**src/rtl/bcs_pkg.sv**
```systemverilog
`timescale 1ns/1ps
package bcs_pkg;

   typedef enum logic [2:0] {
      S_IDLE,
      S_ARM,
      S_SETUP,
      S_BUS,
      S_HOLD,
      S_TAIL
   } seq_state_e;

   function automatic int ceil_div(input int num, input int den);
      return (num + den - 1) / den;
   endfunction

endpackage

```
**src/rtl/bcs_sync.sv**
```systemverilog
`timescale 1ns/1ps
module bcs_sync #(
   parameter int N_SIG  = 2,
   parameter int STAGES = 2
) (
   input  logic             clk,
   input  logic             rst_n,
   input  logic [N_SIG-1:0] async_i,
   output logic [N_SIG-1:0] lvl_o
);
   if (STAGES < 2) begin : g_bad_stages
      $error("bcs_sync: STAGES must be at least 2");
   end

   for (genvar g = 0; g < N_SIG; g++) begin : g_bit
      logic [STAGES-1:0] chain_q;
      always_ff @(posedge clk or negedge rst_n) begin
         if (!rst_n) chain_q <= '0;
         else        chain_q <= {chain_q[STAGES-2:0], async_i[g]};
      end
      assign lvl_o[g] = chain_q[STAGES-1];
   end

endmodule

```
**src/rtl/bcs_phase_track.sv**
```systemverilog
`timescale 1ns/1ps
module bcs_phase_track #(
   parameter int TICK_W = 3
) (
   input  logic              clk,
   input  logic              rst_n,
   input  logic              ref_lvl,
   input  logic              ph_lvl,
   output logic              ph_hi,
   output logic              ph_rise,
   output logic              ph_fall,
   output logic [TICK_W-1:0] tick_o,
   output logic              tick_stb_o
);
   localparam logic [TICK_W-1:0] TICK_TOP = '1;

   logic ref_prev, ph_prev, ref_edge, ph_edge;
   logic [TICK_W-1:0] tick_q;
   logic stb_q;

   always_ff @(posedge clk or negedge rst_n) begin
      if (!rst_n) begin
         ref_prev <= 1'b0;
         ph_prev  <= 1'b0;
      end else begin
         ref_prev <= ref_lvl;
         ph_prev  <= ph_lvl;
      end
   end

   assign ref_edge = ref_lvl ^ ref_prev;
   assign ph_edge  = ph_lvl ^ ph_prev;
   assign ph_rise  = ph_lvl & ~ph_prev;
   assign ph_fall  = ~ph_lvl & ph_prev;
   assign ph_hi    = ph_lvl;

   // Position counter: phase edges win over reference edges.
   always_ff @(posedge clk or negedge rst_n) begin
      if (!rst_n) begin
         tick_q <= '0;
         stb_q  <= 1'b0;
      end else if (ph_edge) begin
         tick_q <= '0;
         stb_q  <= 1'b1;
      end else if (ref_edge) begin
         if (tick_q != TICK_TOP) tick_q <= tick_q + 1'b1;
         stb_q <= 1'b1;
      end else begin
         stb_q <= 1'b0;
      end
   end

   assign tick_o     = tick_q;
   assign tick_stb_o = stb_q;

   a_r1_restart: assert property (@(posedge clk) disable iff (!rst_n)
      ph_edge |=> (tick_q == '0));

   a_r1_step: assert property (@(posedge clk) disable iff (!rst_n)
      (ref_edge && !ph_edge && tick_q != TICK_TOP) |=> (tick_q == $past(tick_q) + 1'b1));

endmodule

```
**src/rtl/bcs_cycle_fsm.sv**
```systemverilog
`timescale 1ns/1ps
module bcs_cycle_fsm
   import bcs_pkg::*;
#(
   parameter int ADDR_W    = 16,
   parameter int DATA_W    = 8,
   parameter int TICK_W    = 3,
   parameter int WR_TICK   = 1,
   parameter int CAP_TICK  = 6,
   parameter int HOLD_CLKS = 20
) (
   input  logic              clk,
   input  logic              rst_n,
   input  logic              ph_hi,
   input  logic              ph_rise,
   input  logic              ph_fall,
   input  logic [TICK_W-1:0] tick,
   input  logic              tick_stb,
   input  logic              req_valid,
   input  logic              req_write,
   input  logic [ADDR_W-1:0] req_addr,
   input  logic [DATA_W-1:0] req_wdata,
   input  logic [DATA_W-1:0] bus_rdata,
   output logic              req_ack,
   output logic              done,
   output logic [DATA_W-1:0] rd_data,
   output logic              mreq_act,
   output logic [ADDR_W-1:0] addr,
   output logic              addr_oe,
   output logic              rw_n,
   output logic [DATA_W-1:0] wdata,
   output logic              data_oe,
   output logic              cap_stb
);
   localparam int HOLD_W    = (HOLD_CLKS > 1) ? $clog2(HOLD_CLKS) : 1;
   localparam int HOLD_LOAD = (HOLD_CLKS > 0) ? HOLD_CLKS - 1 : 0;
   localparam logic [TICK_W-1:0] WR_POS  = TICK_W'(WR_TICK);
   localparam logic [TICK_W-1:0] CAP_POS = TICK_W'(CAP_TICK);

   seq_state_e state;
   logic [ADDR_W-1:0] lat_addr, addr_q;
   logic [DATA_W-1:0] wd_q, rd_q;
   logic [HOLD_W-1:0] hold_cnt;
   logic wr_q, ack_q, cap_q, done_q, mreq_q, aoe_q, rwn_q, doe_q;
   logic at_wr, at_cap;

   assign at_wr  = tick_stb && ph_hi && (tick == WR_POS);
   assign at_cap = tick_stb && ph_hi && (tick == CAP_POS);

   always_ff @(posedge clk or negedge rst_n) begin
      if (!rst_n) begin
         state    <= S_IDLE;
         lat_addr <= '0;
         addr_q   <= '0;
         wd_q     <= '0;
         rd_q     <= '0;
         hold_cnt <= '0;
         wr_q     <= 1'b0;
         ack_q    <= 1'b0;
         cap_q    <= 1'b0;
         done_q   <= 1'b0;
         mreq_q   <= 1'b0;
         aoe_q    <= 1'b0;
         rwn_q    <= 1'b1;
         doe_q    <= 1'b0;
      end else begin
         ack_q  <= 1'b0;
         cap_q  <= 1'b0;
         done_q <= cap_q;
         unique case (state)
            S_IDLE: begin
               if (ph_rise && req_valid) begin
                  ack_q    <= 1'b1;
                  mreq_q   <= 1'b1;
                  wr_q     <= req_write;
                  lat_addr <= req_addr;
                  wd_q     <= req_wdata;
                  state    <= S_ARM;
               end
            end
            S_ARM: begin
               if (ph_fall) begin
                  aoe_q  <= 1'b1;
                  addr_q <= lat_addr;
                  rwn_q  <= ~wr_q;
                  state  <= S_SETUP;
               end
            end
            S_SETUP: begin
               if (ph_rise) state <= S_BUS;
            end
            S_BUS: begin
               if (wr_q && at_wr) doe_q <= 1'b1;
               if (at_cap) begin
                  cap_q <= 1'b1;
                  if (!wr_q) rd_q <= bus_rdata;
               end
               if (ph_fall) begin
                  if (HOLD_CLKS == 0) begin
                     doe_q <= 1'b0;
                     aoe_q <= 1'b0;
                     rwn_q <= 1'b1;
                     state <= S_TAIL;
                  end else begin
                     hold_cnt <= HOLD_W'(HOLD_LOAD);
                     state    <= S_HOLD;
                  end
               end
            end
            S_HOLD: begin
               if (hold_cnt == '0) begin
                  doe_q <= 1'b0;
                  aoe_q <= 1'b0;
                  rwn_q <= 1'b1;
                  state <= S_TAIL;
               end else begin
                  hold_cnt <= hold_cnt - 1'b1;
               end
            end
            S_TAIL: begin
               if (ph_rise) begin
                  mreq_q <= 1'b0;
                  state  <= S_IDLE;
               end
            end
            default: state <= S_IDLE;
         endcase
      end
   end

   assign req_ack  = ack_q;
   assign done     = done_q;
   assign rd_data  = rd_q;
   assign mreq_act = mreq_q;
   assign addr     = addr_q;
   assign addr_oe  = aoe_q;
   assign rw_n     = rwn_q;
   assign wdata    = wd_q;
   assign data_oe  = doe_q;
   assign cap_stb  = cap_q;

   a_r3_addr_steady_high: assert property (@(posedge clk) disable iff (!rst_n)
      (ph_hi && $past(ph_hi)) |-> ($stable(addr_q) && $stable(aoe_q) && $stable(rwn_q)));

   a_r4_oe_write_only: assert property (@(posedge clk) disable iff (!rst_n)
      doe_q |-> (aoe_q && !rwn_q));

   a_r4_oe_spans_fall: assert property (@(posedge clk) disable iff (!rst_n)
      (ph_fall && $past(doe_q)) |-> doe_q);

   a_r6_done_after_cap: assert property (@(posedge clk) disable iff (!rst_n)
      cap_q |=> done_q);

   a_r6_done_needs_cap: assert property (@(posedge clk) disable iff (!rst_n)
      done_q |-> $past(cap_q));

   a_r7_ack_on_rise: assert property (@(posedge clk) disable iff (!rst_n)
      ack_q |-> $past(ph_rise));

   a_r2_addr_under_mreq: assert property (@(posedge clk) disable iff (!rst_n)
      aoe_q |-> mreq_q);

endmodule

```
**src/rtl/bus_cycle_seq.sv**
```systemverilog
`timescale 1ns/1ps
module bus_cycle_seq #(
   parameter int ADDR_W        = 16,
   parameter int DATA_W        = 8,
   parameter int CLK_NS        = 4,
   parameter int REF_PERIOD_NS = 140,
   parameter int HALF_TICKS    = 7,
   parameter int WR_TICK       = 1,
   parameter int CAP_TICK      = 6,
   parameter int HOLD_NS       = 80,
   parameter int SYNC_STAGES   = 2,
   parameter bit MREQ_ACT_LOW  = 1'b1
) (
   input  logic              clk,
   input  logic              rst_n,
   input  logic              ref_clk_i,
   input  logic              phase_i,
   input  logic              req_valid,
   input  logic              req_write,
   input  logic [ADDR_W-1:0] req_addr,
   input  logic [DATA_W-1:0] req_wdata,
   output logic              req_ack,
   output logic              done_o,
   output logic [DATA_W-1:0] rd_data_o,
   output logic              bus_mreq,
   output logic [ADDR_W-1:0] bus_addr_o,
   output logic              bus_addr_oe,
   output logic              bus_rw_n,
   output logic [DATA_W-1:0] bus_wdata_o,
   output logic              bus_data_oe,
   input  logic [DATA_W-1:0] bus_rdata_i,
   output logic              cap_stb
);
   localparam int TICK_W    = $clog2(HALF_TICKS + 1);
   localparam int HOLD_CLKS = bcs_pkg::ceil_div(HOLD_NS, CLK_NS);
   localparam int LOW_HALF_NS = HALF_TICKS * REF_PERIOD_NS / 2;

   if (CAP_TICK >= HALF_TICKS || WR_TICK >= CAP_TICK) begin : g_bad_ticks
      $error("bus_cycle_seq: need WR_TICK < CAP_TICK < HALF_TICKS");
   end
   if (4 * CLK_NS > REF_PERIOD_NS) begin : g_bad_ratio
      $error("bus_cycle_seq: card clock must be at least 4x the reference clock");
   end
   if ((HOLD_CLKS + SYNC_STAGES + 2) * CLK_NS >= LOW_HALF_NS) begin : g_bad_hold
      $error("bus_cycle_seq: hold margin does not fit in the low half");
   end

   logic [1:0] sync_lvl;
   logic ph_hi, ph_rise, ph_fall, tick_stb, mreq_act;
   logic [TICK_W-1:0] tick;

   bcs_sync #(.N_SIG(2), .STAGES(SYNC_STAGES)) u_sync (
      .clk     (clk),
      .rst_n   (rst_n),
      .async_i ({phase_i, ref_clk_i}),
      .lvl_o   (sync_lvl)
   );

   bcs_phase_track #(.TICK_W(TICK_W)) u_track (
      .clk        (clk),
      .rst_n      (rst_n),
      .ref_lvl    (sync_lvl[0]),
      .ph_lvl     (sync_lvl[1]),
      .ph_hi      (ph_hi),
      .ph_rise    (ph_rise),
      .ph_fall    (ph_fall),
      .tick_o     (tick),
      .tick_stb_o (tick_stb)
   );

   bcs_cycle_fsm #(
      .ADDR_W    (ADDR_W),
      .DATA_W    (DATA_W),
      .TICK_W    (TICK_W),
      .WR_TICK   (WR_TICK),
      .CAP_TICK  (CAP_TICK),
      .HOLD_CLKS (HOLD_CLKS)
   ) u_fsm (
      .clk       (clk),
      .rst_n     (rst_n),
      .ph_hi     (ph_hi),
      .ph_rise   (ph_rise),
      .ph_fall   (ph_fall),
      .tick      (tick),
      .tick_stb  (tick_stb),
      .req_valid (req_valid),
      .req_write (req_write),
      .req_addr  (req_addr),
      .req_wdata (req_wdata),
      .bus_rdata (bus_rdata_i),
      .req_ack   (req_ack),
      .done      (done_o),
      .rd_data   (rd_data_o),
      .mreq_act  (mreq_act),
      .addr      (bus_addr_o),
      .addr_oe   (bus_addr_oe),
      .rw_n      (bus_rw_n),
      .wdata     (bus_wdata_o),
      .data_oe   (bus_data_oe),
      .cap_stb   (cap_stb)
   );

   if (MREQ_ACT_LOW) begin : g_mreq_low
      assign bus_mreq = ~mreq_act;
   end else begin : g_mreq_high
      assign bus_mreq = mreq_act;
   end

   a_r2_mreq_idle_no_drive: assert property (@(posedge clk) disable iff (!rst_n)
      (bus_mreq == MREQ_ACT_LOW) |-> (!bus_addr_oe && !bus_data_oe));

endmodule

```
**config.mk**
```make
export PLATFORM = sky130hd
export DESIGN_NAME = bus_cycle_seq
export DESIGN_NICKNAME = d
export VERILOG_FILES = /design/src/rtl/bcs_pkg.sv /design/src/rtl/bcs_sync.sv /design/src/rtl/bcs_phase_track.sv /design/src/rtl/bcs_cycle_fsm.sv /design/src/rtl/bus_cycle_seq.sv
export SDC_FILE = /design/constraint.sdc
export NUM_CORES = 1
export LEC_CHECK = 0
export BUFFER_PORTS_ARGS = -buffer_cell sky130_fd_sc_hd__buf_4
export CORE_UTILIZATION = 55
export CTS_BUF_LIST = sky130_fd_sc_hd__clkbuf_8 sky130_fd_sc_hd__clkbuf_16
export DETAILED_ROUTE_END_ITERATION = 7
export PLACE_DENSITY = 0.82
export SLEW_MARGIN = 5
export SYNTH_ARGS = -nofsm -noshare
export SYNTH_HDL_FRONTEND = slang
export SYNTH_SLANG_ARGS = --single-unit
```
**constraint.sdc**
```tcl
create_clock -name clk -period 5.6 [get_ports clk]
set_input_delay 0.56 -clock clk [delete_from_list [all_inputs] [get_ports clk]]
set_output_delay 0.56 -clock clk [all_outputs]
set_load 0.05 [all_outputs]
```
==> results.cfg, run 1 <==
[cts]
postCtsResizedCells = 0
clkTransAtPathRegs_ps = 70
cts_buffer_depth = 2
cts_tree = done
clockRootBuffer = clkbuf_8
post-cts-setup-buffer-count = 0
worst_skew_pair.late_latency_ps = 340
htreeDepth = 3
cts_inserted_buffers = 9
cts_sinks = 74
ctsHoldBuffers = 0

[setup_path]
cp_max_fo = 19
max_stage_delay_ps = 780
cp_cell_sequence = nand2b_1 -> or4_1 -> mux2_4
cp.arrival_ps = 2370
critical_path_class = register to register
start_kind = register
cp-end-kind = register
slowest_stage = or4_1
crit_required_ps = 5830

[global_route]
grt_max_degree = 75
grt_pass1_wl_um = 9290
grt_use_total_pct = 20.7
grt_overflow = 0
antenna_found_initial = 0
grt_pass1_vias = 1958

[die]
initial_core_util_pct = 58.7
row_count = 26
fp.coreArea_um2 = 5270
pin_count = 77
die_area_um2 = 5930
die_h_um = 77.0
die_w_um = 77.0

[status]
status = finished, final reports clean

[synthesis]
ys_warn_count = 0
postSynthAreaPerCell_um2 = 14.2
synth-seq-cells = 74
synthTopCellsByCount = dfrtp_1 (73), mux2_2 (42), inv_1 (11)
synth_fp_nets = 263
synth_most_common_cell = dfrtp_1
syn_area_um2 = 3090
yosysUniqueCellTypes = 44
netlist_instances = 218
synth_edf_count = 0
synth_top_area_share_pct = 59.0
synth-main-ff-cell = dfrtp_1
ys_async_sr_fraction_pct = 100
ys_seq_area_share_pct = 59.9
synth_area_leaders = dfrtp_1 (59%), mux2_2 (15%), mux2_4 (3.9%), ha_1 (2.8%), inv_1 (1.3%)
synth_top_area_cell = dfrtp_1

[sta]
maxSlewHeadroom_pct = 40.6
layout_min_cycle_time_ps = 2140
period_share_pct = 38.3
max_clock_freq_mhz = 466
hold_violations = 0
worst_slew_pin_slew_ps = 891
setup_viol = 0
drv_slew = 0
skew_ps = 5.56
setup_tns_ps = 0
layout_setup_ws_ps = 3460
grt_setup_unrepaired = false

[route]
dr_total_vias = 1988
wl_um = 5580
drt-initial-drc-count = 116
antenna_left = 0
avgRoutedWirePerCell_um = 15.0
drc = 0
via_per_inst = 5.36
dr.pass1.iters = 4

[cells_and_area]
stdcell_area_um2 = 3930
drive_gt1_share_pct = 50.2
fillCellCount = 368
syn_to_final_growth_pct = 26.8
final_nets = 342
diodes = 0

[pwr]
power.leakage_nw = 1.89
p_per_area_nw_per_um2 = 540
vdd_drop_max_v = 0.000309

[placed_design]
hpwl_um = 3760
place_area_um2 = 3720
gp_congestion = 0.759
pre_cts_ws_ps = 3500
io_buffer_count = 76

[run]
drv_cap = 0

[worst_hold_path]
min-delay-path-class = input pin to async pin
path summary, 6_finish.rpt:
path / start / to / slack [ps] / cells past startpoint
min reg2reg: u_sync.g_bit[1].chain_q[0] / u_sync.g_bit[1].chain_q[1] / 350 / 0
max: u_fsm.state[0] / u_fsm.rd_data[6] / 3460 / 3
max reg2reg: u_fsm.state[0] / u_fsm.rd_data[6] / 3460 / 3
max in group asynchronous: rst_n / u_fsm.mreq_act / 4680 / 1
min in group clk: phase_i / u_sync.g_bit[1].chain_q[0] / 330 / 1
min: rst_n / u_fsm.rd_data[7] / 330 / 1
logic make-up (layout without fill, tap and decap cells):
| group | Yosys count | in the layout | synth area share [%] |
|---|---|---|---|
| XOR/XNOR | 3 | 3 | 0.849 |
| flip-flops | 74 | 74 | 59.9 |
| AND/OR/NAND/NOR | 38 | 38 | 8.17 |
| buffers and inverters | 21 | 104 | 3.28 |
| AO/OA/AOI/OAI | 22 | 22 | 4.85 |
| adder cells (fa/ha/maj) | 7 | 7 | 2.83 |
| multiplexers | 53 | 53 | 20.1 |
through the flow:
| step | hold slack (ps) | util [%] | std cells | power, mW |
|---|---|---|---|---|
| floorplan | 264 | - | 218 | 1.46 |
| global placement | 334 | 70.6 | 356 | 1.68 |
| detailed placement | 339 | 70.6 | 356 | 1.72 |
| CTS | 306 | 74.5 | 371 | 2.14 |
| global route | 307 | 74.5 | 371 | 2.22 |
| finish | 325 | 74.5 | 371 | 2.12 |
layer usage:
| metal | vias up | track usage, % | part of all wire, % |
|---|---|---|---|
| met2 | 71 | 31.3 | 48 |
| met3 | 7 | 8.93 | 7.7 |
| met4 | 0 | 6.23 | 0.79 |
| met1 | 986 | 27.1 | 44 |
| li1 | 924 | - | - |
| met5 | - | 0 | 0 |
area by class of cell:
cell class,instances,area [µm²],share of cell area [%]
Sequential cell,74,1850,47.2
Multi-Input combinational cell,123,1150,29.4
Timing Repair Buffer,78,586,14.9
Clock buffer,11,151,3.86
Tap cell,70,87.6,2.23
Clock inverter,4,51.3,1.31
Inverter,11,41.3,1.05
report_power, final:
group	total (mW)	internal [mW]	switching, mW	leakage [nW]
registers	0.867	0.720	0.147	0.896
clock network	0.416	0.228	0.188	0.101
logic	0.836	0.337	0.500	0.895
total	2.12	1.28	0.835	1.89
layout by cell type (no fill, tap or decap), types with 4 or more instances in the layout:
cell type and n:
nor2_1 5, clkbuf_8 11, ha_1 7, mux2_2 42, dfrtp_1 73, buf_4 78, inv_1 11, a21oi_1 4
mux2_4 8, nand2_1 9, o21ai_0 6
state kept, by name, summed over array words and instances, names as in the netlist:
name	cells
u_fsm.rw_n	1
u_fsm.hold_cnt	5
u_fsm.mreq_act	1
u_track.tick_stb_o	1
u_fsm.rd_data	8
u_fsm.wr_q	1
u_fsm.lat_addr	16
u_fsm.addr_oe	1
u_fsm.wdata	8
u_track.ref_prev	1
u_fsm.data_oe	1
u_fsm.req_ack	1
u_fsm.state	3
u_fsm.done	1
u_sync.g_bit.chain_q	4
u_fsm.cap_stb	1
u_track.tick_o	3
u_fsm.addr	16
u_track.ph_prev	1
worst max-delay path, delay by kind of cell (launching register included):
kind / cells / cell delay [ps]
flops: 1 / 720
mux: 1 / 390
simple gates: 2 / 930
No activity file was read; power rests on OpenSTA's default activity.
==> run 2, diff against run 1 <==
--- a/config.mk
+++ b/config.mk
@@ -6,10 +6,10 @@
 export NUM_CORES = 1
 export LEC_CHECK = 0
 export BUFFER_PORTS_ARGS = -buffer_cell sky130_fd_sc_hd__buf_4
-export CORE_UTILIZATION = 55
+export CORE_UTILIZATION = 53
 export CTS_BUF_LIST = sky130_fd_sc_hd__clkbuf_8 sky130_fd_sc_hd__clkbuf_16
 export DETAILED_ROUTE_END_ITERATION = 7
-export PLACE_DENSITY = 0.82
+export PLACE_DENSITY = 0.79
 export SLEW_MARGIN = 5
 export SYNTH_ARGS = -nofsm -noshare
 export SYNTH_HDL_FRONTEND = slang
==> constraint.sdc (replaced) <==
create_clock -name clk -period 2.2 [get_ports clk]
set_input_delay 0.22 -clock clk [delete_from_list [all_inputs] [get_ports clk]]
set_output_delay 0.22 -clock clk [all_outputs]
set_load 0.05 [all_outputs]
==> run 2 against run 1 <==
  * The run now ends with hold timing left
  * Worst setup slack worse by 3100 ps
  * Utilization shrank 2.8 points
  * Via count fell by 0.80%
  * Sequential share of layout area down 0.86 points
  * Global-route usage down 0.46 points
  * Die area increased by 3.7%
  * First-iteration DRC count fell by 13%
  * Cell area rose by 1.8%
  * Sequential cell count unchanged
  * Count of clock-buffer cells in the layout down 1
  * Combinational power grew to 2.7 times the previous value
  * Largest power group is now combinational cells
==> results.cfg, run 2 (synthesis gave the netlist of run 1 again) <==
[cts]
post-cts-setup-buffer-count = 0
htreeDepth = 3
cts_sinks = 74
cts_tree = done
clkTransAtPathRegs_ps = 70
clockRootBuffer = clkbuf_8
cts_inserted_buffers = 9
worst_skew_pair.late_latency_ps = 340
cts_buffer_depth = 2

[sta]
grt_setup_unrepaired = false
skew_ps = 8.67
fin_hold_ws_ps = -3.25
setup_viol = 0
setup_tns_ps = 0
period_share_pct = 85.5
hold_violations = 5
maxSlewHeadroom_pct = 40.4
max_clock_freq_mhz = 532
drv_slew = 0
worst_slew_pin_slew_ps = 893
layout_min_cycle_time_ps = 1880

[route]
drt-initial-drc-count = 101
via_per_inst = 5.18
dr.pass1.iters = 4
wl_met3_um = 328
avgRoutedWirePerCell_um = 14.5
drc = 0
m1WireLength_um = 2540
wl_um = 5510
route.met2.wl_um = 2560
antenna_left = 0
dr_total_vias = 1972
top_layer = met4

[global_route]
antenna_found_initial = 0
grt_overflow = 0
grt_pass1_vias = 1992
grt_use_total_pct = 20.2
grt_max_degree = 75
grt_pass1_wl_um = 9410

[run]
drv_cap = 0

[status]
status = finished with violations
violations = hold timing

[setup_path]
critical_path_class = register to register
slowest_stage = or4_1
cp-end-kind = register
cp_cell_sequence = inv_1 -> ha_1 -> nand2_1 -> or4_1 -> mux2_4
regToRegSetupSlack_ps = 320
reg2reg_depth = 5
r2r-start = u_track.tick_o[0]
cp_max_fo = 8
cp.arrival_ps = 2100
crit_required_ps = 2420
timing.rr.end = u_fsm.rd_data[2]
start_kind = register
max_stage_delay_ps = 660
critPathLaunch = u_track.tick_o[0]

[cells_and_area]
final_common_cell = buf_4
syn_to_final_growth_pct = 29.2
final_nets = 349
layout_common_cells = buf_4 (82), dfrtp_1 (73), mux2_2 (42)
diodes = 0
drive_gt1_share_pct = 50.8

[pwr]
p_per_area_nw_per_um2 = 1360
p_total_mw = 5.44
power.leakage_nw = 1.93
vdd_drop_max_v = 0.000786

[placed_design]
io_buffer_count = 76
hpwl_um = 3910
gp_congestion = 0.766

[die]
fp.coreArea_um2 = 5570
die_w_um = 78.4
pin_count = 77
row_count = 27
die_h_um = 78.4
initial_core_util_pct = 55.5
die_area_um2 = 6150

[worst_hold_path]
min-delay-path-class = input pin to async pin
-- run 2: worst max-delay path by stage --
stage,endpoint,slack (ps),depth (start not counted)
finish,u_fsm.rd_data[2],320,5
detailed placement,u_fsm.rd_data[6],330,5
floorplan,u_fsm.addr[10],370,6
global route,u_fsm.rd_data[5],210,5
CTS,u_fsm.rd_data[5],320,5
global placement,u_fsm.rd_data[4],420,5
-- run 2: per-stage QoR --
step / setup slack (ps) / cells / hold slack, ps / utilization (%) / area (µm²)
global route: 213 / 381 / 78.4 / 71.7 / 4000
CTS: 321 / 381 / 39.5 / 71.7 / 4000
detailed placement: 326 / 363 / 331 / 67.7 / 3770
floorplan: 368 / 218 / -75.6 / - / 3090
finish: 319 / 381 / -3.25 / 71.7 / 4000
global placement: 423 / 363 / 331 / 67.7 / 3770
-- run 2: cell type report --
cell class              count  area (µm²)
repair buffers             85         656
fillers                   403        1580
well taps                  72        90.1
clock inverters             6        65.1
clock buffers              10         138
inverters                  11        41.3
flip-flops and latches     74        1850
multi-input cells         123        1150
-- run 2: repair_timing --
| action | CTS | global route |
|---|---|---|
| gates resized for setup | 0 | 0 |
| hold endpoints to repair | 2 | 0 |
| hold buffers | 2 | 0 |
-- run 2: worst max-delay path, delay by kind of cell (launching register included) --
kind	cells	cell delay (ps)
adders and majority gates	1	150
buffers and inverters	1	90
and+or+nand+nor	2	720
DFF	1	420
muxes	1	390
-- run 2: per-layer routing --
| metal | vias to the layer above | GRT usage (%) |
|---|---|---|
| met4 | 0 | 9.44 |
| met2 | 63 | 30.1 |
| met3 | 9 | 4.65 |
| met5 | - | 0 |
| met1 | 961 | 28.2 |
| li1 | 939 | - |
-- run 2: power by group --
group	internal (mW)	switching, mW
Clock	0.556	0.487
Sequential	1.83	0.270
Combinational	0.900	1.39
Total	3.29	2.15
==> run 3, diff against run 2 <==
--- a/config.mk
+++ b/config.mk
@@ -6,11 +6,13 @@
 export NUM_CORES = 1
 export LEC_CHECK = 0
 export BUFFER_PORTS_ARGS = -buffer_cell sky130_fd_sc_hd__buf_4
-export CORE_UTILIZATION = 53
+export CORE_MARGIN = 2
+export CORE_UTILIZATION = 52
 export CTS_BUF_LIST = sky130_fd_sc_hd__clkbuf_8 sky130_fd_sc_hd__clkbuf_16
 export DETAILED_ROUTE_END_ITERATION = 7
 export PLACE_DENSITY = 0.79
 export SLEW_MARGIN = 5
 export SYNTH_ARGS = -nofsm -noshare
 export SYNTH_HDL_FRONTEND = slang
+export SYNTH_HIERARCHICAL = 1
 export SYNTH_SLANG_ARGS = --single-unit
==> run 3 against run 2 <==
  * The run now ends clean
  * Count of clock-buffer cells in the layout increased by 2
  * Synthesized area decreased by 3.1%
  * Sequential cell count unchanged
  * Critical endpoint is now u_fsm/rd_data[5]
  * Critical path type unchanged
  * Worst setup slack got worse by 75 ps
  * Non-clock buffer count decreased by 5
  * Highest routed layer unchanged
  * First-iteration DRC count increased by 13%
  * Critical path depth decreased by 1
==> results.cfg, run 3 <==
[die]
fp.coreArea_um2 = 5540
row_count = 27
die_w_um = 79.9
die_area_um2 = 6390
initial_core_util_pct = 54.1
die_h_um = 79.9
pin_count = 77

[sta]
max_clock_freq_mhz = 511
drv_slew = 0
setup_tns_ps = 0
layout_min_cycle_time_ps = 1960
layout_setup_ws_ps = 243
hold_violations = 0
setup_viol = 0
maxSlewHeadroom_pct = 41.2
period_share_pct = 88.9
skew_ps = 5.76
worst_slew_pin_slew_ps = 882
grt_setup_unrepaired = false

[cts]
clkTransAtPathRegs_ps = 70
cts_buffer_depth = 2
clockRootBuffer = clkbuf_8
ctsHoldBuffers = 2
worst_skew_pair.late_latency_ps = 330
cts_inserted_buffers = 9
cts_tree = done
cts_sinks = 74
post-cts-setup-buffer-count = 0
htreeDepth = 3
postCtsResizedCells = 0

[synthesis]
synth_top_area_share_pct = 60.9
synthTopCellsByCount = dfrtp_1 (73), mux2_2 (48), nand2_1 (17)
synth_fp_nets = 256
synth-main-ff-cell = dfrtp_1
yosysUniqueCellTypes = 40
syn_area_um2 = 3000
ys_warn_count = 6
synth_area_leaders = dfrtp_1 (61%), mux2_2 (18%), nand2_1 (2.1%), ha_1 (2.1%), mux2i_1 (1.7%)
synth-seq-cells = 74
ys_async_sr_fraction_pct = 100
ys_seq_area_share_pct = 61.8
synth_edf_count = 0
netlist_instances = 213
synth_most_common_cell = dfrtp_1
synth_top_area_cell = dfrtp_1
postSynthAreaPerCell_um2 = 14.1

[setup_path]
cp-end-kind = register
cp.arrival_ps = 2180
cp_max_fo = 11
reg2reg_depth = 4
crit_required_ps = 2420
critical_path_class = register to register
start_kind = register

[placed_design]
gp_congestion = 0.774
pre_cts_ws_ps = 221
io_buffer_count = 76
place_area_um2 = 3600
hpwl_um = 3590

[pwr]
p_per_area_nw_per_um2 = 1310
power.leakage_nw = 1.90
p_total_mw = 5.00
vdd_drop_max_v = 0.000953

[route]
drt-initial-drc-count = 114
via_per_inst = 5.14
dr.pass1.iters = 4
wl_um = 5070
wl_met3_um = 350
route.met2.wl_um = 2470
dr_total_vias = 1908
avgRoutedWirePerCell_um = 13.7
antenna_left = 0
top_layer = met4
drc = 0
m1WireLength_um = 2170

[cells_and_area]
final_nets = 337
fillCellCount = 441
layout_common_cells = buf_4 (78), dfrtp_1 (73), mux2_2 (48)
final_common_cell = buf_4
stdcell_area_um2 = 3810
syn_to_final_growth_pct = 27.0
drive_gt1_share_pct = 49.5
post-route-util_pct = 68.7
diodes = 0

[status]
status = finished, final reports clean

[worst_hold_path]
min-delay-path-class = input pin to async pin

[run]
drv_cap = 0

[global_route]
antenna_found_initial = 0
grt_pass1_wl_um = 8410
grt_max_degree = 75
grt_use_total_pct = 17.4
grt_overflow = 0
grt_pass1_vias = 1951
==> run 3: cell type report <==
class                           instances  area [µm²]  area share, %
Clock buffer                           12         165           4.34
Timing Repair Buffer                   80         606           15.9
Tap cell                               72        90.1           2.37
Inverter                                6        22.5          0.592
Multi-Input combinational cell        123        1050           27.5
Clock inverter                          4        25.0          0.657
Sequential cell                        74        1850           48.7
==> run 3: critical path: stages (launching register included) <==
cell and delay [ps]:
dfrtp_1 490, nor2b_2 270, nand4_2 160, nor4b_4 520, mux2_2 400
==> run 3: metrics by stage <==
step / std cells / hold slack, ps
after floorplan: 213 / -75.6
after global placement: 353 / 330
after detailed placement: 353 / 332
after CTS: 371 / 38.8
after global routing: 371 / 93.7
final: 371 / 8.89
==> run 3: logic make-up after synthesis <==
| logic type | Yosys count | synth area share, % |
|---|---|---|
| AOI/OAI and AO/OA | 12 | 2.63 |
| xor gates and xnor gates | 2 | 0.584 |
| adders and majority gates | 5 | 2.09 |
| buffers and inverters | 16 | 3.34 |
| DFF | 74 | 61.8 |
| muxes | 54 | 20.2 |
| and+or+nand+nor | 50 | 9.39 |
==> run 3: metal layers <==
layer | vias up | global-route usage (%)
met5 | - | 0
met4 | 0 | 8.64
met3 | 7 | 4.98
met2 | 62 | 28.6
met1 | 943 | 21.0
li1 | 896 | -
==> run 3: worst paths after layout <==
| check | slack [ps] | to | startpoint |
|---|---|---|---|
| worst max register to register | 240 | u_fsm/rd_data[5] | u_fsm/state[0] |
| worst min-delay path | 9 | u_fsm/rd_data[6] | rst_n |
| worst min register to register | 350 | u_sync/g_bit[0].chain_q[1] | u_sync/g_bit[0].chain_q[0] |
| max in group asynchronous | 1630 | u_fsm/addr[2] | rst_n |
| worst max-delay path | 240 | u_fsm/rd_data[5] | u_fsm/state[0] |
| min in group clk | 110 | u_fsm/lat_addr[7] | req_addr[7] |
==> run 3: where the power goes <==
group          switching, mW  internal, mW  total [mW]
registers              0.301          1.82        2.12
logic                   1.17         0.746        1.91
clock network          0.471         0.498       0.969
